===== src/rtl/acc_bus_pkg.sv =====
package acc_bus_pkg;
  localparam int OPC_W = 4;

  localparam logic [OPC_W-1:0] OP_LOAD  = 4'h0;
  localparam logic [OPC_W-1:0] OP_ADD   = 4'h1;
  localparam logic [OPC_W-1:0] OP_STORE = 4'h2;
  localparam logic [OPC_W-1:0] OP_JMP   = 4'h3;
  localparam logic [OPC_W-1:0] OP_HALT  = 4'hF;

  // bus source slots, one out-enable each
  localparam int NSRC    = 6;
  localparam int SRC_PC  = 0;
  localparam int SRC_IR  = 1;
  localparam int SRC_MDR = 2;
  localparam int SRC_ACC = 3;
  localparam int SRC_Z   = 4;
  localparam int SRC_K   = 5;

  typedef enum logic [4:0] {
    PH_F0, PH_F1, PH_F2, PH_F3,
    PH_I0, PH_I1,
    PH_E0, PH_E1, PH_E2, PH_E3, PH_E4,
    PH_S0, PH_S1,
    PH_T0, PH_T1, PH_T2, PH_T3,
    PH_HALT
  } phase_t;

  typedef struct packed {
    logic [NSRC-1:0] oe;
    logic mar_in;
    logic mdr_in;
    logic ir_in;
    logic pc_in;
    logic pc_inc;
    logic acc_in;
    logic y_in;
    logic z_in;
    logic k_one;
    logic mem_rd;
    logic mem_wr;
    logic ack;
    logic ie_clr;
  } ctl_t;
endpackage


===== src/rtl/acc_bus_mux.sv =====
module acc_bus_mux #(
  parameter int DATA_W = 16,
  parameter int N      = 6
) (
  input  logic [N-1:0]             oe,
  input  logic [N-1:0][DATA_W-1:0] src,
  output logic [DATA_W-1:0]        bus
);
  logic [N-1:0][DATA_W-1:0] gated;

  genvar gi;
  generate
    for (gi = 0; gi < N; gi++) begin : g_term
      assign gated[gi] = oe[gi] ? src[gi] : '0;
    end
  endgenerate

  always_comb begin
    bus = '0;
    for (int i = 0; i < N; i++) bus = bus | gated[i];
  end
endmodule


===== src/rtl/acc_bus_seq.sv =====
module acc_bus_seq
  import acc_bus_pkg::*;
(
  input  logic             clk,
  input  logic             rst,
  input  logic [OPC_W-1:0] opc,
  input  logic             ind,
  input  logic             irq,
  input  logic             mem_ready,
  output ctl_t             ctl,
  output logic             halted
);
  phase_t ph, ph_nx;
  logic   ie;
  phase_t end_ph;
  logic   known_op;

  assign end_ph   = (irq && ie) ? PH_T0 : PH_F0;
  assign known_op = (opc == OP_LOAD) || (opc == OP_ADD) ||
                    (opc == OP_STORE) || (opc == OP_JMP);

  always_comb begin
    ctl   = '0;
    ph_nx = ph;
    unique case (ph)
      PH_F0: begin ctl.oe[SRC_PC] = 1'b1; ctl.mar_in = 1'b1; ph_nx = PH_F1; end
      PH_F1: begin ctl.mem_rd = 1'b1; if (mem_ready) ph_nx = PH_F2; end
      PH_F2: begin ctl.oe[SRC_MDR] = 1'b1; ctl.ir_in = 1'b1; ph_nx = PH_F3; end
      PH_F3: begin
        ctl.pc_inc = 1'b1;
        if (opc == OP_HALT)  ph_nx = PH_HALT;
        else if (!known_op)  ph_nx = end_ph;
        else if (ind)        ph_nx = PH_I0;
        else                 ph_nx = PH_E0;
      end
      PH_I0: begin ctl.oe[SRC_IR] = 1'b1; ctl.mar_in = 1'b1; ph_nx = PH_I1; end
      PH_I1: begin ctl.mem_rd = 1'b1; if (mem_ready) ph_nx = PH_E0; end
      PH_E0: begin
        if (ind) ctl.oe[SRC_MDR] = 1'b1;
        else     ctl.oe[SRC_IR]  = 1'b1;
        if (opc == OP_JMP) begin
          ctl.pc_in = 1'b1;
          ph_nx     = end_ph;
        end else begin
          ctl.mar_in = 1'b1;
          ph_nx      = (opc == OP_STORE) ? PH_S0 : PH_E1;
        end
      end
      PH_E1: begin ctl.mem_rd = 1'b1; if (mem_ready) ph_nx = PH_E2; end
      PH_E2: begin
        ctl.oe[SRC_MDR] = 1'b1;
        if (opc == OP_ADD) begin
          ctl.y_in = 1'b1;
          ph_nx    = PH_E3;
        end else begin
          ctl.acc_in = 1'b1;
          ph_nx      = end_ph;
        end
      end
      PH_E3: begin ctl.z_in = 1'b1; ph_nx = PH_E4; end
      PH_E4: begin ctl.oe[SRC_Z] = 1'b1; ctl.acc_in = 1'b1; ph_nx = end_ph; end
      PH_S0: begin ctl.oe[SRC_ACC] = 1'b1; ctl.mdr_in = 1'b1; ph_nx = PH_S1; end
      PH_S1: begin ctl.mem_wr = 1'b1; if (mem_ready) ph_nx = end_ph; end
      PH_T0: begin ctl.oe[SRC_K] = 1'b1; ctl.mar_in = 1'b1; ph_nx = PH_T1; end
      PH_T1: begin ctl.oe[SRC_PC] = 1'b1; ctl.mdr_in = 1'b1; ph_nx = PH_T2; end
      PH_T2: begin ctl.mem_wr = 1'b1; if (mem_ready) ph_nx = PH_T3; end
      PH_T3: begin
        ctl.oe[SRC_K] = 1'b1;
        ctl.k_one     = 1'b1;
        ctl.pc_in     = 1'b1;
        ctl.ack       = 1'b1;
        ctl.ie_clr    = 1'b1;
        ph_nx         = PH_F0;
      end
      PH_HALT: ph_nx = PH_HALT;
      default: ph_nx = PH_F0;
    endcase
  end

  always_ff @(posedge clk) begin
    if (rst) begin
      ph <= PH_F0;
      ie <= 1'b1;
    end else begin
      ph <= ph_nx;
      if (ctl.ie_clr) ie <= 1'b0;
    end
  end

  assign halted = (ph == PH_HALT);
endmodule


===== src/rtl/acc_bus_datapath.sv =====
module acc_bus_datapath
  import acc_bus_pkg::*;
#(
  parameter int DATA_W = 16,
  parameter int ADDR_W = 11
) (
  input  logic              clk,
  input  logic              rst,
  input  ctl_t              ctl,
  input  logic              mem_ready,
  input  logic [DATA_W-1:0] mem_rdata,
  output logic [ADDR_W-1:0] mem_addr,
  output logic [DATA_W-1:0] mem_wdata,
  output logic [OPC_W-1:0]  opc,
  output logic              ind
);
  localparam int PAD_W   = DATA_W - ADDR_W;
  localparam int IND_BIT = DATA_W - OPC_W - 1;

  logic [ADDR_W-1:0] pc, mar;
  logic [DATA_W-1:0] ir, mdr, acc, y, z;
  logic [DATA_W-1:0] bus;
  logic [NSRC-1:0][DATA_W-1:0] src;

  always_comb begin
    src          = '0;
    src[SRC_PC]  = {{PAD_W{1'b0}}, pc};
    src[SRC_IR]  = {{PAD_W{1'b0}}, ir[ADDR_W-1:0]};
    src[SRC_MDR] = mdr;
    src[SRC_ACC] = acc;
    src[SRC_Z]   = z;
    src[SRC_K]   = {{(DATA_W-1){1'b0}}, ctl.k_one};
  end

  acc_bus_mux #(.DATA_W(DATA_W), .N(NSRC)) mux_i (
    .oe  (ctl.oe),
    .src (src),
    .bus (bus)
  );

  always_ff @(posedge clk) begin
    if (rst) begin
      pc  <= '0;
      mar <= '0;
      ir  <= '0;
      mdr <= '0;
      acc <= '0;
      y   <= '0;
      z   <= '0;
    end else begin
      if (ctl.pc_in)       pc <= bus[ADDR_W-1:0];
      else if (ctl.pc_inc) pc <= pc + 1'b1;
      if (ctl.mar_in) mar <= bus[ADDR_W-1:0];
      if (ctl.ir_in)  ir  <= bus;
      if (ctl.mem_rd && mem_ready) mdr <= mem_rdata;
      else if (ctl.mdr_in)         mdr <= bus;
      if (ctl.acc_in) acc <= bus;
      if (ctl.y_in)   y   <= bus;
      if (ctl.z_in)   z   <= acc + y;
    end
  end

  assign mem_addr  = mar;
  assign mem_wdata = mdr;
  assign opc       = ir[DATA_W-1 -: OPC_W];
  assign ind       = ir[IND_BIT];
endmodule


===== src/rtl/acc_bus_cpu.sv =====
module acc_bus_cpu
  import acc_bus_pkg::*;
#(
  parameter int DATA_W = 16,
  parameter int ADDR_W = 11
) (
  input  logic              clk,
  input  logic              rst,
  input  logic              irq,
  output logic              irq_ack,
  output logic              halted,
  output logic [ADDR_W-1:0] mem_addr,
  output logic [DATA_W-1:0] mem_wdata,
  input  logic [DATA_W-1:0] mem_rdata,
  output logic              mem_rd,
  output logic              mem_wr,
  input  logic              mem_ready
);
  ctl_t             ctl;
  logic [NSRC-1:0]  bus_oe;
  logic [OPC_W-1:0] opc;
  logic             ind;

  acc_bus_seq seq_i (
    .clk       (clk),
    .rst       (rst),
    .opc       (opc),
    .ind       (ind),
    .irq       (irq),
    .mem_ready (mem_ready),
    .ctl       (ctl),
    .halted    (halted)
  );

  acc_bus_datapath #(.DATA_W(DATA_W), .ADDR_W(ADDR_W)) dp_i (
    .clk       (clk),
    .rst       (rst),
    .ctl       (ctl),
    .mem_ready (mem_ready),
    .mem_rdata (mem_rdata),
    .mem_addr  (mem_addr),
    .mem_wdata (mem_wdata),
    .opc       (opc),
    .ind       (ind)
  );

  assign bus_oe  = ctl.oe;
  assign mem_rd  = ctl.mem_rd;
  assign mem_wr  = ctl.mem_wr;
  assign irq_ack = ctl.ack;
endmodule


===== config.mk =====
export PLATFORM = sky130hd
export DESIGN_NAME = acc_bus_cpu
export DESIGN_NICKNAME = d
export VERILOG_FILES = /design/src/rtl/acc_bus_pkg.sv /design/src/rtl/acc_bus_mux.sv /design/src/rtl/acc_bus_seq.sv /design/src/rtl/acc_bus_datapath.sv /design/src/rtl/acc_bus_cpu.sv
export SDC_FILE = /design/constraint.sdc
export NUM_CORES = 1
export LEC_CHECK = 0
export ABC_AREA = 1
export ABC_CLOCK_PERIOD_IN_PS = 1900
export BUFFER_PORTS_ARGS = -buffer_cell sky130_fd_sc_hd__buf_2
export CORE_MARGIN = 2
export CORE_UTILIZATION = 61
export CTS_BUF_LIST = sky130_fd_sc_hd__clkbuf_8
export DETAILED_ROUTE_END_ITERATION = 8
export GPL_ROUTABILITY_DRIVEN = 0
export PLACE_DENSITY = 0.91
export SLEW_MARGIN = 20
export SYNTH_ARGS = -nofsm -noshare
export SYNTH_HDL_FRONTEND = slang
export SYNTH_SLANG_ARGS = --single-unit

===== constraint.sdc =====
create_clock -name clk -period 1.9 [get_ports clk]
set_input_delay 0.095 -clock clk [delete_from_list [all_inputs] [get_ports clk]]
set_output_delay 0.095 -clock clk [all_outputs]
set_load 0.02 [all_outputs]

==> metrics <==
Max-Cap Viols=0; Die Y=105 um; Worst Path Max Fanout=11; utilization after layout=70.8%; Final Cycle Share=98.3%; Async SR Flop Fraction=0%; Yosys cell types=35; CTS tree=done; crit start category=flop; Hold Path Class=in -> reg; overall die area=0.0109 mm^2; gr ovfl total=0; filler cell count=822; HPWL Detailed=12400 um; Bufs and invs on worst path=3; row cnt=36; status=finished clean; I/O pins=51; Yosys reg bits=108; Routed Antenna Nets=0; fmax=0.535 GHz; VDD IR max=0.000736 V; pre-CTS setup slack=0.0298 ns; first drt pass iteration count=5; Hold Vio Cnt, Final=0; CP max-delay cell=dfxtp_1; post-synthesis sequential area ratio=35.0%; share of layout cells above drive strength 1=14.5%; Total GRT Usage=31.5%; setup violators final=0; CTS Buf Count=9; slew at the pin closest to its max-slew limit=0.427 ns; Power, Total=7180 uW; final setup margin=0.0321 ns; Pleak=0.00353 uW; post-synth net total=1003; cell class contributing the biggest share of worst-path delay=simple AND/OR/NAND/NOR gates; top-area cell type share of the netlist area=35.0%; Initial Util=62.9%; drt drc=0; area growth from synthesis to layout=12.6%; latest clock arrival within the worst-skew pair=0.39 ns; PortBufs=50; Worst setup EP type=flop; vias per inst=5.66; cell taking the most area after synthesis=dfxtp_1; H-tree levels=3; Slowest Stage Delay on Critical Path=0.35 ns; Routed WL=17500 um; DR iter-0 viols=702; Worst slew margin=71.5%; number of flops mapped to enable cells by yosys=0; via count=6595; initial antenna violation count=0; Core ar.=0.00982 mm^2; kind of critical path=reg -> reg; worst path cell trace=inv_1 > nand2_1 > nor2_2 > nand2_1 > nand2_4 > buf_4 > nand2_1 > nand2_1 > o21ai_0 > inv_1; Ys Warns=0; Post-synth top cells=207 x nand2_1, 192 x nor2_1, 109 x inv_1; Die Span X=105 um; Clock Skews=0.0105 ns; largest net degree at the start of global routing=36; clk slew on worst S/H paths=0.11 ns; final net count=1064; routed len/inst=15.0 um; first-pass GRT wire length=28200 um; required time worst endpoint=2.24 ns; Final Max Slew Viols=0; vias in the first global route=6035; cells after synthesis=966; Mapped Area=0.00618 mm^2; dominant cells by area after synthesis=dfxtp_1 35%, nand2_1 13%, nor2_1 12%, o21ai_0 8.2%, inv_1 6.6%; count leader, synth=nand2_1; syn_area_per_cell=6.39 um^2; Root Driver=clkbuf_8; Worst Path Arrival=2.21 ns; Clock Tree Buf Depth=2; power density cells=1030 mW/mm^2; most used cell, CP=nand2_1; TritonCTS Sinks=108; Main synth FF type=dfxtp_1; Post-CTS Hold Buffers=0; diode count=0; Final min period=1.87 ns
-- logic make-up (layout without fill, tap and decap cells) --
group	count (synthesis)	in the layout	synth area share, %
AOI/OAI and AO/OA	179	179	15.6
xor gates and xnor gates	7	7	0.993
adders and majority gates	17	17	3.57
buffers and inverters	159	224	11.1
DFF	108	108	35.0
and+or+nand+nor	496	497	33.7
-- cells in the final DEF, fill, tap and decap left out, types with 2 or more instances in the layout --
| master | count |
|---|---|
| o21ai_0 | 97 |
| xnor2_1 | 2 |
| nand3_1 | 53 |
| dfxtp_1 | 104 |
| nand2_2 | 5 |
| nand3_2 | 8 |
| inv_1 | 108 |
| nor2_4 | 4 |
| buf_12 | 5 |
| o21ai_1 | 17 |
| a21oi_1 | 42 |
| nor2_1 | 191 |
| nand4_1 | 10 |
| clkbuf_8 | 9 |
| ha_1 | 15 |
| and2_1 | 3 |
| clkinv_1 | 2 |
| a31oi_1 | 5 |
| dfxtp_2 | 4 |
| xor2_1 | 5 |
| nor3_1 | 5 |
| inv_8 | 2 |
| clkinv_8 | 2 |
| nand2_1 | 207 |
| a22oi_1 | 5 |
| inv_2 | 5 |
| clkinvlp_4 | 2 |
| a21boi_0 | 2 |
| buf_4 | 37 |
| buf_2 | 50 |
| o21bai_1 | 7 |
| nor2_2 | 8 |
-- registers in the layout (all words and copies together), names as in the netlist --
signal / count
dp_i.acc: 16
dp_i.ir: 16
dp_i.mem_addr: 11
dp_i.mem_wdata: 16
dp_i.pc: 11
dp_i.y: 16
dp_i.z: 16
seq_i.ie: 1
seq_i.ph: 5
-- through the flow --
stage	setup TNS [ns]	hold WS, ns	cell area (um^2)	instances
final	0	0.00725	6960	1165
after global routing	-0.117	0.0398	6960	1165
after CTS	0	0.00369	6910	1163
after detailed placement	0	0.409	6700	1147
after global placement	0	0.404	6700	1147
after floorplan	0	0.251	6180	966
-- worst min-delay path, stage by stage --
cell     delay (ns)
buf_2          0.07
nand2_1        0.04
nand2_1        0.05
nor2_1         0.04
nor2_1         0.07
-- power by group --
| group | internal, uW | switching, uW | leakage [uW] | total [uW] |
|---|---|---|---|---|
| Clock | 522 | 914 | 0.0000954 | 1440 |
| Combinational | 946 | 1860 | 0.00256 | 2810 |
| Sequential | 2650 | 277 | 0.000877 | 2930 |
-- layer usage --
layer / part of all wire [%] / vias to the layer above / global-route usage (%)
met4: 3.5 / 0 / 13.7
met5: 0 / - / 0
li1: - / 3195 / -
met1: 42 / 2981 / 39.8
met2: 46 / 354 / 52.7
met3: 8.7 / 65 / 5.68
-- final cells by class --
class | count | area (um^2) | area share [%]
Timing Repair Buffer | 93 | 639 | 9.19
Sequential cell | 108 | 2170 | 31.2
Multi-Input combinational cell | 700 | 3350 | 48.1
Clock buffer | 9 | 124 | 1.78
Inverter | 115 | 432 | 6.21
Clock inverter | 7 | 78.8 | 1.13
Tap cell | 133 | 166 | 2.39
-- path summary, 6_finish.rpt --
path,startpoint,endpoint,slack [ns],depth (start not counted)
min,mem_rdata[2],dp_i.mem_wdata[2]$_SDFFE_PP0P_,0.007,5
max reg2reg,seq_i.ph[3]$_SDFFE_PP0P_,dp_i.ir[12]$_SDFFE_PP0P_,0.03,10
max,seq_i.ph[3]$_SDFFE_PP0P_,dp_i.ir[12]$_SDFFE_PP0P_,0.03,10
min reg2reg,seq_i.ie$_SDFFE_PP1P_,seq_i.ie$_SDFFE_PP1P_,0.47,2
-- what timing repair did --
item	CTS	global route
pin swaps	0	2
gates resized for setup	2	12
gates cloned	0	1
endpoints found under the setup margin	7	54
buffers inserted	0	1
Power figures use the tool's default switching activity.
